## src/rtl/fx100_pkg.sv

```systemverilog
package fx100_pkg;
    localparam int NIB_W = 4;
    localparam int GRP_W = 5;

    typedef enum logic [1:0] {
        KIND_IDLE = 2'd0,
        KIND_DATA = 2'd1,
        KIND_J    = 2'd2,
        KIND_K    = 2'd3
    } grp_kind_e;

    localparam logic [GRP_W-1:0] CG_IDLE = 5'b11111;
    localparam logic [GRP_W-1:0] CG_J    = 5'b11000;
    localparam logic [GRP_W-1:0] CG_K    = 5'b10001;

    typedef struct packed {
        logic             ok;
        grp_kind_e        kind;
        logic [NIB_W-1:0] nib;
    } grp_dec_t;

    function automatic logic [GRP_W-1:0] data_code(input logic [NIB_W-1:0] n);
        logic [GRP_W-1:0] c;
        case (n)
            4'h0: c = 5'b11110;
            4'h1: c = 5'b01001;
            4'h2: c = 5'b10100;
            4'h3: c = 5'b10101;
            4'h4: c = 5'b01010;
            4'h5: c = 5'b01011;
            4'h6: c = 5'b01110;
            4'h7: c = 5'b01111;
            4'h8: c = 5'b10010;
            4'h9: c = 5'b10011;
            4'hA: c = 5'b10110;
            4'hB: c = 5'b10111;
            4'hC: c = 5'b11010;
            4'hD: c = 5'b11011;
            4'hE: c = 5'b11100;
            default: c = 5'b11101;
        endcase
        return c;
    endfunction

    function automatic logic [GRP_W-1:0] kind_code(input grp_kind_e k, input logic [NIB_W-1:0] n);
        logic [GRP_W-1:0] c;
        case (k)
            KIND_DATA: c = data_code(n);
            KIND_J:    c = CG_J;
            KIND_K:    c = CG_K;
            default:   c = CG_IDLE;
        endcase
        return c;
    endfunction

    // Reverse lookup computed by searching the forward table.
    function automatic grp_dec_t decode_group(input logic [GRP_W-1:0] c);
        grp_dec_t r;
        r = '0;
        for (int i = 0; i < (1 << NIB_W); i++) begin
            if (data_code(NIB_W'(i)) == c) begin
                r.ok   = 1'b1;
                r.kind = KIND_DATA;
                r.nib  = NIB_W'(i);
            end
        end
        if (c == CG_IDLE) begin
            r.ok = 1'b1; r.kind = KIND_IDLE;
        end else if (c == CG_J) begin
            r.ok = 1'b1; r.kind = KIND_J;
        end else if (c == CG_K) begin
            r.ok = 1'b1; r.kind = KIND_K;
        end
        return r;
    endfunction
endpackage

```

## src/rtl/fx100_tx_coder.sv

```systemverilog
module fx100_tx_coder
    import fx100_pkg::*;
#(
    parameter int OSR = 10
) (
    input  logic             clk,
    input  logic             rst,
    input  logic             tick,
    input  grp_kind_e        kind,
    input  logic [NIB_W-1:0] nib,
    output logic [OSR-1:0]   word
);
    typedef struct packed {
        logic [GRP_W-1:0] sh;
        logic             lvl;
    } tx_st_t;

    tx_st_t st_d, st_q;

    always_comb begin
        st_d     = st_q;
        // NRZI: a one toggles the line level
        st_d.lvl = st_q.lvl ^ st_q.sh[GRP_W-1];
        if (tick) begin
            st_d.sh = kind_code(kind, nib);
        end else begin
            st_d.sh = {st_q.sh[GRP_W-2:0], 1'b1};
        end
    end

    always_ff @(posedge clk) begin
        if (rst) begin
            st_q.sh  <= CG_IDLE;
            st_q.lvl <= 1'b0;
        end else begin
            st_q <= st_d;
        end
    end

    assign word = {OSR{st_q.lvl}};
endmodule

```

## src/rtl/fx100_rx_slicer.sv

```systemverilog
module fx100_rx_slicer #(
    parameter int OSR = 10
) (
    input  logic           clk,
    input  logic           rst,
    input  logic [OSR-1:0] word,
    output logic           line_bit,
    output logic           level,
    output logic           tie
);
    localparam int CW   = $clog2(OSR + 1);
    localparam int HALF = OSR / 2;

    typedef struct packed {
        logic lvl;
    } sl_st_t;

    sl_st_t         st_d, st_q;
    logic [CW-1:0]  ones;
    logic           vote_one;

    always_comb begin
        ones = '0;
        for (int i = 0; i < OSR; i++) begin
            ones = ones + CW'(word[i]);
        end
    end

    assign vote_one = (ones > CW'(HALF));

    generate
        if (OSR % 2 == 0) begin : g_even
            assign tie = (ones == CW'(HALF));
        end else begin : g_odd
            assign tie = 1'b0;
        end
    endgenerate

    always_comb begin
        st_d     = st_q;
        st_d.lvl = tie ? st_q.lvl : vote_one;
        line_bit = st_d.lvl ^ st_q.lvl;
    end

    always_ff @(posedge clk) begin
        if (rst) begin
            st_q <= '0;
        end else begin
            st_q <= st_d;
        end
    end

    assign level = st_q.lvl;
endmodule

```

## src/rtl/fx100_rx_aligner.sv

```systemverilog
module fx100_rx_aligner
    import fx100_pkg::*;
(
    input  logic             clk,
    input  logic             rst,
    input  logic             line_bit,
    output logic             valid,
    output grp_kind_e        kind,
    output logic [NIB_W-1:0] nib,
    output logic             err,
    output logic             locked
);
    localparam int HW   = 2 * GRP_W;
    localparam int CNTW = $clog2(GRP_W);
    localparam logic [HW-1:0]   SSD_PAIR = {CG_J, CG_K};
    localparam logic [CNTW-1:0] LAST_BIT = CNTW'(GRP_W - 1);

    typedef struct packed {
        logic [HW-1:0]    hist;
        logic [CNTW-1:0]  cnt;
        logic             locked;
        logic             valid;
        grp_kind_e        kind;
        logic [NIB_W-1:0] nib;
        logic             err;
    } al_st_t;

    al_st_t   st_d, st_q;
    grp_dec_t grp;

    always_comb begin
        st_d       = st_q;
        st_d.valid = 1'b0;
        st_d.hist  = {st_q.hist[HW-2:0], line_bit};
        grp        = decode_group(st_d.hist[GRP_W-1:0]);
        if (st_d.hist == SSD_PAIR) begin
            // start-of-stream pair: take this phase as the group boundary
            st_d.locked = 1'b1;
            st_d.cnt    = '0;
            st_d.valid  = 1'b1;
            st_d.kind   = KIND_K;
            st_d.nib    = '0;
            st_d.err    = 1'b0;
        end else if (st_q.locked) begin
            if (st_q.cnt == LAST_BIT) begin
                st_d.cnt   = '0;
                st_d.valid = 1'b1;
                if (grp.ok) begin
                    st_d.kind = grp.kind;
                    st_d.nib  = grp.nib;
                    st_d.err  = 1'b0;
                end else begin
                    st_d.kind = KIND_IDLE;
                    st_d.nib  = '0;
                    st_d.err  = 1'b1;
                end
            end else begin
                st_d.cnt = st_q.cnt + 1'b1;
            end
        end
    end

    always_ff @(posedge clk) begin
        if (rst) begin
            st_q <= '0;
        end else begin
            st_q <= st_d;
        end
    end

    assign valid  = st_q.valid;
    assign kind   = st_q.kind;
    assign nib    = st_q.nib;
    assign err    = st_q.err;
    assign locked = st_q.locked;
endmodule

```

## src/rtl/fx100_oversample_adapter.sv

```systemverilog
module fx100_oversample_adapter
    import fx100_pkg::*;
#(
    parameter int OSR = 10
) (
    input  logic             clk,
    input  logic             rst,
    input  logic             nib_tick,
    input  logic [1:0]       tx_kind,
    input  logic [NIB_W-1:0] tx_nibble,
    output logic [OSR-1:0]   tx_word,
    input  logic [OSR-1:0]   rx_word,
    output logic             rx_valid,
    output logic [1:0]       rx_kind,
    output logic [NIB_W-1:0] rx_nibble,
    output logic             rx_err,
    output logic             rx_locked
);
    logic      slice_bit;
    logic      slice_lvl;
    logic      slice_tie;
    grp_kind_e al_kind;

    fx100_tx_coder #(.OSR(OSR)) u_tx (
        .clk  (clk),
        .rst  (rst),
        .tick (nib_tick),
        .kind (grp_kind_e'(tx_kind)),
        .nib  (tx_nibble),
        .word (tx_word)
    );

    fx100_rx_slicer #(.OSR(OSR)) u_slice (
        .clk      (clk),
        .rst      (rst),
        .word     (rx_word),
        .line_bit (slice_bit),
        .level    (slice_lvl),
        .tie      (slice_tie)
    );

    fx100_rx_aligner u_align (
        .clk      (clk),
        .rst      (rst),
        .line_bit (slice_bit),
        .valid    (rx_valid),
        .kind     (al_kind),
        .nib      (rx_nibble),
        .err      (rx_err),
        .locked   (rx_locked)
    );

    assign rx_kind = al_kind;
endmodule

```

## config.mk

```make
export PLATFORM = sky130hd
export DESIGN_NAME = fx100_oversample_adapter
export DESIGN_NICKNAME = d
export VERILOG_FILES = /design/src/rtl/fx100_pkg.sv /design/src/rtl/fx100_tx_coder.sv /design/src/rtl/fx100_rx_slicer.sv /design/src/rtl/fx100_rx_aligner.sv /design/src/rtl/fx100_oversample_adapter.sv
export SDC_FILE = /design/constraint.sdc
export NUM_CORES = 1
export LEC_CHECK = 0
export BUFFER_PORTS_ARGS = -buffer_cell sky130_fd_sc_hd__clkbuf_2
export CAP_MARGIN = 20
export CELL_PAD_IN_SITES_DETAIL_PLACEMENT = 1
export CELL_PAD_IN_SITES_GLOBAL_PLACEMENT = 1
export CORE_AREA = 10 10 80 82
export DETAILED_ROUTE_END_ITERATION = 6
export DIE_AREA = 0 0 90 92
export PLACE_DENSITY_LB_ADDON = 0.1
export SLEW_MARGIN = 25
export SYNTH_ARGS = -nofsm -noshare
export SYNTH_HDL_FRONTEND = slang
export SYNTH_SLANG_ARGS = --single-unit
```

## constraint.sdc

```tcl
create_clock -name clk -period 4.55 [get_ports clk]
set_input_delay 0.6825 -clock clk [delete_from_list [all_inputs] [get_ports clk]]
set_output_delay 0.6825 -clock clk [all_outputs]
set_load 0.01 [all_outputs]
```

; After elaboration in Yosys (flattened, before gate mapping)
; Memories as Yosys holds them, arrays and structs flattened.
; Cells that the tools add are included.
[word_totals]
regBits = 28
latch_bits = 0
ram_bits = 0
romBits = 80
in_bits = 19
output_inout_bits = 19
elab_cells = 84
mem_count = 1
[memory_table]
columns = name, words, width, rd, rd_clocked_by_memory_dff, write_ports, line_no
row1 = (name not given), 16, 5, 1, 0, 0, fx100_pkg.sv:24  ; case (n)
[op_classes]
addsub = 10
mul = 0
n_div = 0
n_lt_le_gt_ge = 1
eq_ne = 25
n_shift = 0
n_mux = 27
bitwise_logic = 3
reduce_logical = 6
[ops]
columns = cell, count
row1 = $mux W7, 17
row2 = $eq A5 B5 Y1 const A, 11
row3 = $add A4 B1 Y4, 8
row4 = $eq A4 B5 Y1 const A, 5
row5 = $mux W8, 3
row6 = $eq A5 B5 Y1 const B, 3
row7 = $pmux W5 S3, 1
row8 = $mux W3, 4
row9 = $eq A10 B10 Y1 const B, 1
row10 = $mux W5, 1
row11 = $eq A2 B2 Y1 const B, 2
row12 = $eq A4 B3 Y1 const B, 1
row13 = $gt A4 B3 Y1 const B, 1
row14 = $reduce_and A2 Y1, 2
row15 = $reduce_bool A2 Y1, 2
row16 = $reduce_or A2 Y1, 2
row17 = $add A3 B1 Y3 const B, 1
row18 = $eq A3 B3 Y1 const B, 1
row19 = $add A1 B1 Y2, 1
row20 = $eq A2 B1 Y1 const B, 1
row21 = $xor A1 B1 Y1, 2
row22 = $mux W1, 1
row23 = $not A1 Y1, 1

; Longest topological paths before layout
[logic_depth]
word_depth = 36
ltp_mapped = 15

; Modules after synthesis
; From an unflattened synthesis, not the netlist that was laid out.
[unflattened]
cells_unflattened = 181
hier_area_um2 = 1661.6
[by_module_without_submodules]
columns = mod, n_inst, cells_each, area_each_um2, seq_area_each_um2
row1 = fx100_rx_aligner, 1, 106, 1027.2, 420.4
row2 = fx100_tx_coder, 1, 42, 350.3, 120.1
row3 = fx100_rx_slicer, 1, 33, 284.0, 20.0

; Worst setup path after synthesis
; Ideal clock, no wire load.
[synth_path]
path_type = input port to flip-flop
from = input rx_word[0]
to = register u_align.st_q (netlist bit u_align.err)
setup_time_ps = 91
arrival_ps = 4300
required_ps = 4459
slack_ps = 159
path_stages = 15
path_cell_list = ha_1 inv_1 fa_1 fa_1 fa_1 inv_1 fa_1 inv_1 fa_1 nor2b_1 o221ai_1 o22ai_1 or2_1 buf_4 a311oi_1
[synth_between]
elab_chain_len = 33
[synth_rtl]
columns = element, line_no
row1 = from (decl), fx100_oversample_adapter.sv:12  ; input logic [OSR-1:0] rx_word,
row2 = $add A1 B1 Y2 (*), fx100_rx_slicer.sv:25  ; ones = ones + CW'(word[i]);
row3 = $add A4 B1 Y4 (*) (8 in series), fx100_rx_slicer.sv:25
row4 = $gt A4 B3 Y1 or $eq A4 B3 Y1 (tied branches), "fx100_rx_slicer.sv:29, fx100_rx_slicer.sv:33"
row5 = $mux W1 (*), fx100_rx_slicer.sv:41  ; st_d.lvl = tie ? st_q.lvl : vote_one;
row6 = $xor A1 B1 Y1 (*), fx100_rx_slicer.sv:42  ; line_bit = st_d.lvl ^ st_q.lvl;
row7 = $eq A5 B5 Y1, fx100_pkg.sv:61  ; if (data_code(NIB_W'(i)) == c) begin
row8 = $mux W7 (16 in series), fx100_pkg.sv:61
row9 = $mux W3, fx100_pkg.sv:71  ; end else if (c == CG_K) begin
row10 = $mux W3, fx100_pkg.sv:69  ; end else if (c == CG_J) begin
row11 = $mux W3, fx100_pkg.sv:67  ; if (c == CG_IDLE) begin
row12 = $mux W7, fx100_rx_aligner.sv:48  ; if (grp.ok) begin
row13 = to (signal assigned), fx100_rx_aligner.sv:67  ; st_q <= st_d;
row14 = to (decl), fx100_rx_aligner.sv:28  ; al_st_t st_d, st_q;
; Mark *: on every way between the ends. The rest lies on a longest branch, timed or not.
; A chain may end at the register's enable or synchronous reset.

; Worst setup path after layout
[layout_path]
from = input rx_word[0]
to = register u_align.st_q (netlist bit u_align.nib[0])
; The elaborated chain is that of the path after synthesis.

==> key figures <==
Status
  • Outcome: finished, final reports clean

STA
  • Final Hold Fails: 0
  • RSZ-0062 raised after global routing: no
  • Worst-case headroom to the max-slew limit: ~70%
  • Min Tclk post-route: between 4 and 5 ns
  • Worst hold slack: 0.453 ns
  • Final WS setup: between 0.2 and 0.3 ns
  • Fin Clk Skew: about 0.0022 ns
  • Period Utilization, post-route: between 90% and 100%
  • Setup TNS: 0 ns
  • # setup viols final: 0
  • Max-slew violations: 0
  • Slew @ Worst Pin: about 0.46 ns
  • Max Clk Rate: approximately 0.23 GHz

Setup path
  • Worst Path Required: approximately 4.8 ns
  • Critical Path Sink Type: flop
  • Crit Path Max Fanout: 6
  • Worst EP arrival: between 4 and 5 ns
  • Critical Path Start Type: primary input
  • Crit Path Class: in2reg

Power
  • Internal Pwr Total: ~0.50 mW
  • Power per Cell Area: 395 mW/mm^2
  • Sw Pwr: 0.241 mW
  • Flop pwr share: about 40%
  • Max VDD drop: 0.000140 V
  • Gate power share: 33.0%
  • Leak pwr: roughly 0.80 nW
  • Clk pwr share: 26.7%
  • Sw Ratio: around a third

Place
  • Pre-CTS WS: -0.103 ns
  • Area after DPL: between 0.0015 and 0.002 mm^2
  • Routability Congestion: 0.787
  • IO Port Bufs: 37
  • DP Wirelength: ~3 mm

Yosys
  • Area of the mapped netlist: approximately 0.0017 mm^2
  • Seq/Total Area, Yosys: 33.2%
  • Asr flop ratio synth: 0%
  • Synth area leader: dfxtp_1
  • Most common cell in the synthesized netlist: dfxtp_1
  • Post-synth top area share: between 30% and 40%
  • Mapped Cells: roughly 200
  • EDFF count, synth: 0
  • Synth Flop Type: dfxtp_1
  • Syn avg cell area: 8.61 um^2
  • Netlist cell types: 47
  • Synthesis Warnings: 0
  • Mapped Nets: about 230
  • Synth Register Bits: 28
  • Synth top cells by count: dfxtp_1 (28), inv_1 (22), buf_4 (17), nor2_1 (17)
  • Largest cells by area after synthesis: dfxtp_1 (33%), buf_4 (7.6%), fa_1 (7.1%)

Floorplanning
  • I/O pins: 38
  • Core Region: 0.00491 mm^2
  • Starting Density: between 30% and 40%
  • Die area: ~0.0083 mm^2
  • Die Ht: roughly 92 um
  • Row count: 26
  • Die width: roughly 90 um

Layout
  • Final Cell Area: between 0.0015 and 0.002 mm^2
  • Antenna cells: 0
  • Ratio of cells with drive above 1 in the final layout: a little under a quarter
  • Final net count: around 250
  • Fillers: 604
  • Synthesis-to-finish area growth: 11.4%
  • Fin util: roughly two fifths

Global route
  • Gr usage total: under 10%
  • First-pass GRT wire length: between 6 and 7 mm
  • Largest net degree at the start of global routing: 24
  • Global route total overflow: 0
  • Number of global-route vias before repair: ~1400
  • Initial antenna violation count: 0

Routing
  • Vias per cell: around 4.7
  • Drt wl/cell: 12.9 um
  • Drt total wl: roughly 3.7 mm
  • TritonRoute pass-1 iters: 4
  • DRC Markers: 0
  • Routed vias: about 1300
  • Antenna Nets Post-Route: 0
  • DR iter-0 viols: 74

Clocking
  • CTS tree: done
  • CTS max path bufs: 2
  • H-tree depth: 1
  • CTS Buf Count: 3
  • Hold_buf cts: 0
  • Root Driver: clkbuf_8
  • Worst-path clk slew: 0.10 ns
  • Clock sink total: 28
  • Worst skew pair latency: 0.28 ns

Flow run
  • Max-cap viol count: 0

Worst hold path
  • Hold Crit Class: reg2reg
[metrics by stage]
| step | instances | total power [mW] |
|---|---|---|
| after CTS | 284 | 0.754 |
| after global routing | 284 | 0.802 |
| after detailed placement | 280 | 0.552 |
| after floorplan | 196 | 0.509 |
| final | 284 | 0.741 |
| after global placement | 280 | 0.542 |
[power groups by stage]
stage,registers [mW],logic [mW],clock network [mW]
floorplan,0.279,0.231,0
global placement,0.304,0.238,0
detailed placement,0.305,0.247,0
CTS,0.299,0.248,0.207
global route,0.305,0.280,0.217
finish,0.299,0.244,0.198
[final timing paths]
kind                                from  slack (ns)  cells after the start                           end
max                           rx_word[0]        0.26                     14   u_align.nib[0]$_SDFFE_PP0P_
min reg2reg      u_tx.st_q[2]$_SDFF_PP1_        0.45                      2       u_tx.st_q[3]$_SDFF_PP1_
min              u_tx.st_q[2]$_SDFF_PP1_        0.45                      2       u_tx.st_q[3]$_SDFF_PP1_
max reg2reg  u_align.st_d[16]$_SDFF_PP0_        2.74                      6  u_align.kind[0]$_SDFFE_PP0P_
[critical path: stages]
cell	delay (ns)
clkbuf_2	0.08
ha_1	0.28
inv_1	0.08
fa_1	0.43
fa_1	0.46
fa_1	0.49
inv_1	0.05
fa_1	0.38
inv_1	0.08
fa_1	0.44
o221a_1	0.26
mux2_4	0.32
or3_1	0.37
a21oi_2	0.11
[what timing repair did]
| item | 4_1_cts | 5_1_grt |
|---|---|---|
| resized for setup | 0 | 1 |
| endpoints found under the setup margin | 0 | 1 |
| buffers inserted | 0 | 0 |
[placed cells by master, fill, tap and decap left out, types with 2 or more instances in the layout]
| cell | n |
|---|---|
| clkbuf_2 | 37 |
| dfxtp_1 | 28 |
| inv_1 | 22 |
| nor2_1 | 17 |
| a21oi_1 | 11 |
| nor2b_1 | 11 |
| nand2_1 | 11 |
| ha_1 | 7 |
| xnor2_1 | 6 |
| fa_1 | 6 |
| nor3_1 | 5 |
| nand3_1 | 4 |
| o221ai_1 | 3 |
| o21ai_0 | 3 |
| clkbuf_8 | 3 |
| nor3b_1 | 2 |
| o22ai_1 | 2 |
| or2_2 | 2 |
| mux2i_1 | 2 |
| nand2b_1 | 2 |
| or3_1 | 2 |
| xor2_1 | 2 |
| nand3b_1 | 2 |
| o31ai_1 | 2 |
[cell type report]
type                    instances  area [um^2]  area share [%]
multi-input cells             122          883            47.0
repair buffers                 38          193            10.3
inverters                      22         82.6            4.40
flip-flops and latches         28          561            29.8
clock buffers                   3         41.3            2.20
well taps                      70         87.6            4.66
clock inverters                 1         30.0            1.60
[metal layers]
| metal | routed length, um | GRT usage, % | part of all wire, % | vias up |
|---|---|---|---|---|
| met5 | 0 | 0 | 0 | - |
| met4 | 63 | 3.85 | 1.7 | 0 |
| met3 | 149 | 2.36 | 4.1 | 6 |
| met2 | 1820 | 16.3 | 50 | 19 |
| met1 | 1630 | 10.6 | 45 | 635 |
| li1 | - | - | - | 670 |
[state kept, by name, summed over array words and instances, names as in the netlist]
name,flops
u_align.err,1
u_align.kind,2
u_align.locked,1
u_align.nib,4
u_align.st_d,9
u_align.st_q,3
u_align.valid,1
u_slice.level,1
u_tx.st_q,5
u_tx.word,1
[cells by family (layout without fill, tap and decap cells)]
logic type               count (synthesis)  count (layout)  synth area share [%]
XOR/XNOR                                 8               8                  4.15
multiplexers                             3               3                  2.08
flip-flops                              28              28                  33.2
AO/OA/AOI/OAI                           33              33                  13.7
adder cells (fa/ha/maj)                 13              13                  12.3
AND/OR/NAND/NOR                         65              65                  20.0
buffers and inverters                   46              64                  14.5
Note: power is estimated with default switching activity, not from simulation.
